File: src/rtl/pf_pkg.sv
package pf_pkg;
  // Filter mode held per pin: glitch rejection on the system clock, or
  // debounce on the shared divided tick.
  typedef enum logic {
    MODE_SHORT = 1'b0,
    MODE_LONG  = 1'b1
  } pf_mode_e;
endpackage

File: src/rtl/pf_cfg_regs.sv
module pf_cfg_regs #(
  parameter int NPINS = 32
) (
  input  logic             clk,
  input  logic             rst,
  input  logic [NPINS-1:0] flt_on,
  input  logic [NPINS-1:0] flt_off,
  input  logic [NPINS-1:0] sel_long,
  input  logic [NPINS-1:0] sel_short,
  output logic [NPINS-1:0] en_q,
  output logic [NPINS-1:0] long_q
);
  always_ff @(posedge clk) begin
    if (rst) begin
      en_q   <= '0;
      long_q <= '0;
    end else begin
      en_q   <= (en_q | flt_on) & ~flt_off;      // disable wins
      long_q <= (long_q | sel_long) & ~sel_short; // short mode wins
    end
  end

  p_off_wins_r3: assert property (@(posedge clk) disable iff (rst)
    (flt_off != '0) |=> ((en_q & $past(flt_off)) == '0));

  p_short_wins_r4: assert property (@(posedge clk) disable iff (rst)
    (sel_short != '0) |=> ((long_q & $past(sel_short)) == '0));
endmodule

File: src/rtl/pf_tick_gen.sv
module pf_tick_gen #(
  parameter int DIV_W = 8,
  parameter int CFG_W = 32
) (
  input  logic             clk,
  input  logic             rst,
  input  logic             div_we,
  input  logic [CFG_W-1:0] div_wdata,
  output logic             tick
);
  localparam int CNT_W = DIV_W + 1;

  logic [DIV_W-1:0] div_q;
  logic [CNT_W-1:0] cnt_q;

  // Last count of the period is 2*D+1, i.e. the divider shifted left with a one.
  assign tick = (cnt_q == {div_q, 1'b1});

  always_ff @(posedge clk) begin
    if (rst) begin
      div_q <= '0;
      cnt_q <= '0;
    end else if (div_we) begin
      div_q <= div_wdata[DIV_W-1:0];
      cnt_q <= '0;
    end else if (tick) begin
      cnt_q <= '0;
    end else begin
      cnt_q <= cnt_q + 1'b1;
    end
  end

  p_restart_r6: assert property (@(posedge clk) disable iff (rst)
    div_we |=> !tick);

  p_tick_spacing_r6: assert property (@(posedge clk) disable iff (rst)
    tick |=> !tick);
endmodule

File: src/rtl/pf_pin_cell.sv
module pf_pin_cell
  import pf_pkg::*;
(
  input  logic     clk,
  input  logic     rst,
  input  logic     din,
  input  logic     en,
  input  pf_mode_e mode,
  input  logic     tick,
  output logic     dout
);
  logic smp_q;
  logic flt_q;
  logic take;

  // Glitch mode samples every clock, debounce mode only on the shared tick.
  assign take = (mode == MODE_SHORT) || tick;

  always_ff @(posedge clk) begin
    if (rst) begin
      smp_q <= 1'b0;
      flt_q <= 1'b0;
    end else if (!en) begin
      smp_q <= din;
      flt_q <= din;
    end else if (take) begin
      smp_q <= din;
      if (din == smp_q) flt_q <= din;
    end
  end

  assign dout = en ? flt_q : din;

  p_glitch_hold_r5: assert property (@(posedge clk) disable iff (rst)
    (en && mode == MODE_SHORT && din != smp_q) |=> $stable(flt_q));

  p_debounce_hold_r7: assert property (@(posedge clk) disable iff (rst)
    (en && mode == MODE_LONG && !tick) |=> $stable(flt_q));
endmodule

File: src/rtl/pin_filter_bank.sv
module pin_filter_bank
  import pf_pkg::*;
#(
  parameter int NPINS = 32,
  parameter int DIV_W = 14,
  parameter int CFG_W = 32
) (
  input  logic             clk,
  input  logic             rst,
  input  logic [NPINS-1:0] pin_in,
  input  logic [NPINS-1:0] flt_on,
  input  logic [NPINS-1:0] flt_off,
  input  logic [NPINS-1:0] sel_long,
  input  logic [NPINS-1:0] sel_short,
  input  logic             div_we,
  input  logic [CFG_W-1:0] div_wdata,
  output logic [NPINS-1:0] pin_out
);
  logic [NPINS-1:0] en_q;
  logic [NPINS-1:0] long_q;
  logic             tick;

  pf_cfg_regs #(.NPINS(NPINS)) u_cfg (
    .clk       (clk),
    .rst       (rst),
    .flt_on    (flt_on),
    .flt_off   (flt_off),
    .sel_long  (sel_long),
    .sel_short (sel_short),
    .en_q      (en_q),
    .long_q    (long_q)
  );

  pf_tick_gen #(.DIV_W(DIV_W), .CFG_W(CFG_W)) u_tick (
    .clk       (clk),
    .rst       (rst),
    .div_we    (div_we),
    .div_wdata (div_wdata),
    .tick      (tick)
  );

  for (genvar i = 0; i < NPINS; i++) begin : g_pin
    pf_pin_cell u_cell (
      .clk  (clk),
      .rst  (rst),
      .din  (pin_in[i]),
      .en   (en_q[i]),
      .mode (pf_mode_e'(long_q[i])),
      .tick (tick),
      .dout (pin_out[i])
    );
  end

  p_reset_clean_r1: assert property (@(posedge clk)
    $past(rst) |-> (en_q == '0 && long_q == '0));
endmodule

File: config.mk
export PLATFORM = sky130hd
export DESIGN_NAME = pin_filter_bank
export DESIGN_NICKNAME = d
export VERILOG_FILES = /design/src/rtl/pf_pkg.sv /design/src/rtl/pf_cfg_regs.sv /design/src/rtl/pf_tick_gen.sv /design/src/rtl/pf_pin_cell.sv /design/src/rtl/pin_filter_bank.sv
export SDC_FILE = /design/constraint.sdc
export NUM_CORES = 1
export LEC_CHECK = 0
export BUFFER_PORTS_ARGS = -buffer_cell sky130_fd_sc_hd__buf_2
export CAP_MARGIN = 20
export CELL_PAD_IN_SITES_DETAIL_PLACEMENT = 1
export CELL_PAD_IN_SITES_GLOBAL_PLACEMENT = 2
export CORE_MARGIN = 3
export CORE_UTILIZATION = 26
export CTS_CLUSTER_SIZE = 40
export DETAILED_ROUTE_END_ITERATION = 7
export MAX_ROUTING_LAYER = met4
export PLACE_DENSITY = 0.72
export RECOVER_POWER = 50
export SETUP_SLACK_MARGIN = 0.4
export SLEW_MARGIN = 20
export SYNTH_ARGS = -nofsm -noshare
export SYNTH_HDL_FRONTEND = slang
export SYNTH_SLANG_ARGS = --single-unit
File: constraint.sdc
create_clock -name clk -period 1.95 [get_ports clk]
set_clock_uncertainty 0.05 [all_clocks]
set_input_delay 0.0975 -clock clk [delete_from_list [all_inputs] [get_ports clk]]
set_output_delay 0.0975 -clock clk [all_outputs]
set_load 0.01 [all_outputs]
# Word-level counts from Yosys, hierarchy flattened

Cells that the tools add are included.

Register bits after elaboration: 157
Input bits: 195
Output and inout bits: 32

$add $sub $neg: 1
Equal/unequal tests: 97
Muxes and demuxes: 192
Bitwise logic cells: 38
Reductions and logical operators: 65

Operators by type and width:

| cell                  | count |
|---|---|
| $mux 1                | 192 |
| $ne 2x1->1 const B    | 64 |
| $and 32x32->32        | 2 |
| $not 32->32           | 2 |
| $or 32x32->32         | 2 |
| $reduce_and 2->1      | 32 |
| $eq 1x1->1            | 32 |
| $logic_or 1x1->1      | 32 |
| $not 1->1             | 32 |
| $add 15x1->15 const B | 1 |
| $eq 15x15->1          | 1 |
| $reduce_or 3->1       | 1 |

# Longest topological paths before layout

Word-level depth: 4
Depth in mapped cells: 7
Depth with buffers taken out: 5

# By module

A second synthesis with hierarchy kept.

Cell total of the unflattened synthesis: 721
Area, all modules: 7,790.0 um^2

By module, submodules not included:

| module      | times used | cells each | area an instance (um^2) |
|---|---|---|---|
| pf_pin_cell | 32         | 12         | 128.9 |
| pf_cfg_regs | 1          | 199        | 2,311.0 |
| pf_tick_gen | 1          | 138        | 1,355.0 |

# Least setup slack after synthesis

Ideal clock, no wire load.

Kind: register -> register
Start: register u_tick.cnt_q[2]
End: register g_pin[17].u_cell.flt_q
Arrival time: 1,729 ps
Data required time: 1,768 ps
Path slack: 39 ps
Cell stages (with the launch flop): 8
Path buffers: 2
Clock period less this slack: 1,911 ps
Path through: dfxtp_1 -> xnor2_1 -> nand4_1 -> or4_4 -> buf_6 -> buf_2 -> a41oi_1 -> a21oi_1

Cells in the longest elaborated chain, start to end: 4

RTL lines:

| element                    | RTL line          | text |
|---|---|---|
| start, declared            | pf_tick_gen.sv:14 | `logic [CNT_W-1:0] cnt_q;` |
| start signal, assigned     | pf_tick_gen.sv:29 | `cnt_q <= cnt_q + 1'b1;` |
| $eq 15x15->1               | pf_tick_gen.sv:17 | `assign tick = (cnt_q == {div_q, 1'b1});` |
| $logic_or 1x1->1           | pf_pin_cell.sv:17 | `assign take = (mode == MODE_SHORT) \|\| tick;` |
| $ne 2x1->1 (no line)       | --                |  |
| $reduce_and 2->1 (no line) | --                |  |
| end signal, assigned       | pf_pin_cell.sv:25 | `flt_q <= din;` |
| end signal, assigned       | pf_pin_cell.sv:28 | `if (din == smp_q) flt_q <= din;` |
| end, declared              | pf_pin_cell.sv:13 | `logic flt_q;` |

Every way passes these cells.
A chain may end at the register's enable or synchronous reset.

# Worst setup path in the final report

Start: register u_tick.cnt_q[12]
End: register g_pin[27].u_cell.flt_q

Cells in the longest elaborated chain, start to end: 4

RTL lines:

| element                    | RTL line |
|---|---|
| $eq 15x15->1               | pf_tick_gen.sv:17 |
| $logic_or 1x1->1           | pf_pin_cell.sv:17 |
| $ne 2x1->1 (no line)       | -- |
| $reduce_and 2->1 (no line) | -- |
| end signal, assigned       | pf_pin_cell.sv:25 |
| end signal, assigned       | pf_pin_cell.sv:28 |
| end, declared              | pf_pin_cell.sv:13 |

Every way passes these cells.

==> impl_metrics.ini <==
[clocking]
root_buffer = clkbuf_16
numCtsBuffers = 17
path_clk_slew_ns = 0.06
htreeDepth = 4
cts_tree = done
clk_path_buf_depth = 2
insertion_delay_ns = 0.43
numClockSinks = 157

[sta]
timing.final.crit_share = 1.04
rsz0062_at_grt = true
tightest_slew_ns = 0.444
max-slew-margin-rel = 0.704
period_minus_slack_ns = 2.02
slew_violations = 0
final_hold_viol_count = 0
fmaxAchievable_ghz = 0.494
final.setup.tns_ns = -0.526
finalSetupViolCount = 15
setup_ws_ns = -0.0729

[route]
firstDrtPassIters = 4
vias = 7475
drc = 0
drt_iter0_markers = 226
post_drt_wl_per_cell_um = 15.1
via_per_inst = 4.63
postRouteAntennaNets = 0
finalWirelength_mm = 24.4

[status]
status = finished, violations left
violations = setup timing

[yosys]
synth_area_per_cell_um2 = 8.49
syn_area_um2 = 7230
ys_ff_latch = 157
yosysUniqueCellTypes = 31
yosys_warnings = 0
synth_seq_area_share = 0.435
syn-num-nets = 1047
synth_cells = 851

[placement]
dp_worst_setup_slack_ns = -0.0424
io_buffer_count = 208
dp_hpwl_mm = 14.5
gp_congestion = 0.757
placed_area_um2 = 8760
place_inst = 1390

[setup_path]
worst-path-max-fanout = 12
start_kind = flop
cp-end-kind = flop
cp.arrival_ns = 2.32
cp.required_ns = 2.25
worstSetupPathType = flop to flop

[power_and_ir_drop]
ir_drop_uv = 490
p_leak_uw = 0.00495
p_per_area_nw_per_um2 = 708

[floorplanning]
fp.dieW_um = 173
dieArea_um2 = 29800
coreArea_um2 = 27100
io_pins = 227
initial_utilization = 0.267
die_h_um = 173
std_cell_rows = 60

[cells_and_area]
num_antenna_cells = 0
fin_util = 0.433
drive_gt1_frac = 0.330
nets = 1425
synthToLayoutAreaGrowth_pct = 62.3
final_cells = 1614
final_area_um2 = 11700

[job]
max_cap_violations = 0

[worst_hold_path]
min_path_type = primary input to flop

[grt]
grt.total_usage = 0.163
antenna_found_initial = 0
grt_pass1_wl_mm = 39.3
grt_max_degree = 86
grt.overflow.total = 0
grt_pass1_vias = 8037
## state kept, by name (all words and copies together), names as in the netlist
register / flops
g_pin.u_cell.flt_q: 32
u_tick.div_q: 14
g_pin.u_cell.smp_q: 32
u_cfg.en_q: 32
u_tick.cnt_q: 15
u_cfg.long_q: 32
## synthesized netlist by cell type
cell type	count	area [um^2]
o21ai_0	31	155
nand2b_1	26	163
dfxtp_1	157	3140
a21o_1	13	97.6
buf_4	32	240
inv_1	40	150
clkbuf_1	29	109
xnor2_1	16	140
buf_6	2	22.5
nand3_1	21	105
ha_1	1	12.5
a41oi_1	13	114
nor2_1	93	349
or3_1	15	93.8
buf_2	3	15.0
a31oi_1	12	75.1
o22ai_1	7	43.8
nand2_1	42	158
o211ai_1	7	52.6
mux2_2	32	360
nand4_1	20	125
mux2i_1	27	270
nor4_2	1	12.5
o311a_1	12	120
and4_1	2	17.5
xor2_1	23	201
nor3_1	64	320
a21oi_1	105	526
and2_1	1	6.26
and3_1	3	18.8
or4_4	1	11.3
## power breakdown
| part | switching (uW) | total [uW] | leakage [uW] | internal (uW) |
|---|---|---|---|---|
| sequential | 177 | 3550 | 0.00131 | 3380 |
| combinational | 516 | 1230 | 0.00334 | 718 |
| clock | 1450 | 3510 | 0.000293 | 2070 |
## worst paths after layout
path | from | end | slack [ns] | depth (start not counted)
setup / recovery | u_tick.cnt_q[12] | g_pin[27].u_cell.flt_q | -0.07 | 6
hold / removal | rst | u_tick.cnt_q[14] | 0.08 | 4
setup reg to reg | u_tick.cnt_q[12] | g_pin[27].u_cell.flt_q | -0.07 | 6
hold reg to reg | g_pin[28].u_cell.smp_q | g_pin[28].u_cell.smp_q | 0.44 | 2
## cells by family (layout without fill, tap and decap cells)
group / Yosys count / after routing / share of synthesized area
muxes: 59 / 59 / 0.0872
buffers and inverters: 106 / 497 / 0.0743
xor gates and xnor gates: 39 / 39 / 0.0473
DFF: 157 / 157 / 0.435
adders and majority gates: 1 / 1 / 0.00173
and+or+nand+nor: 289 / 289 / 0.191
AOI/OAI and AO/OA: 200 / 200 / 0.164
## layout make-up
cell class,instances,area (um^2)
multi-input combinational,588,3900
clock buffer,20,447
tap,372,465
fill,3174,15400
timing repair buffer,425,3420
clock inverter,12,161
sequential,157,3190
inverter,40,150
## placed cells by master, fill, tap and decap left out, types with 5 or more instances in the layout
master / instances
a41oi_1: 7
mux2_2: 32
dfxtp_1: 126
nor2_4: 5
nor2_1: 80
dfxtp_2: 29
inv_1: 40
nand2b_1: 26
a21o_1: 13
nand3_1: 17
xor2_1: 23
nand4_1: 20
o211ai_1: 7
a41oi_2: 6
xnor2_2: 13
o311a_1: 12
o22ai_1: 7
o21ai_0: 5
a21oi_1: 101
buf_2: 206
a31oi_1: 12
o21ai_2: 23
buf_6: 7
nor2_2: 8
or3_1: 14
clkbuf_16: 21
nand2_1: 42
nor3_1: 64
buf_4: 17
dlygate4sd3_1: 174
mux2i_1: 27
buf_12: 11
## stage by stage
| step | power (uW) | hold WS (ns) |
|---|---|---|
| 2_1_floorplan | 4150 | 0.124 |
| 3_3_place_gp | 4480 | 0.210 |
| 3_5_place_dp | 4500 | 0.212 |
| 4_1_cts | 8380 | 0.0884 |
| 5_1_grt | 8710 | 0.0749 |
| 6_report | 8300 | 0.0842 |
## per-layer routing
layer	vias up	GRT usage	wire, um
li1	3741	-	-
met1	3569	0.186	10800
met2	134	0.290	12600
met3	31	0.0323	643
met4	0	0.0503	465
met5	-	-	0
## timing repair
action                                 4_1_cts  5_1_grt
endpoints found under the hold margin      125        0
cloned                                       4        5
hold buffers                               174        0
buffers inserted                             7        2
resized for setup                           43       77
setup endpoints to repair                   94       95
pin swaps                                    9       29
## worst max-delay path, cell delays in order (launching register included)
cell and delay (ns):
dfxtp_2 0.34, xnor2_2 0.19, nand4_1 0.11, or4_4 0.61, buf_12 0.18, or3_1 0.32, a21oi_1 0.14
No activity file was read; power rests on OpenSTA's default activity.
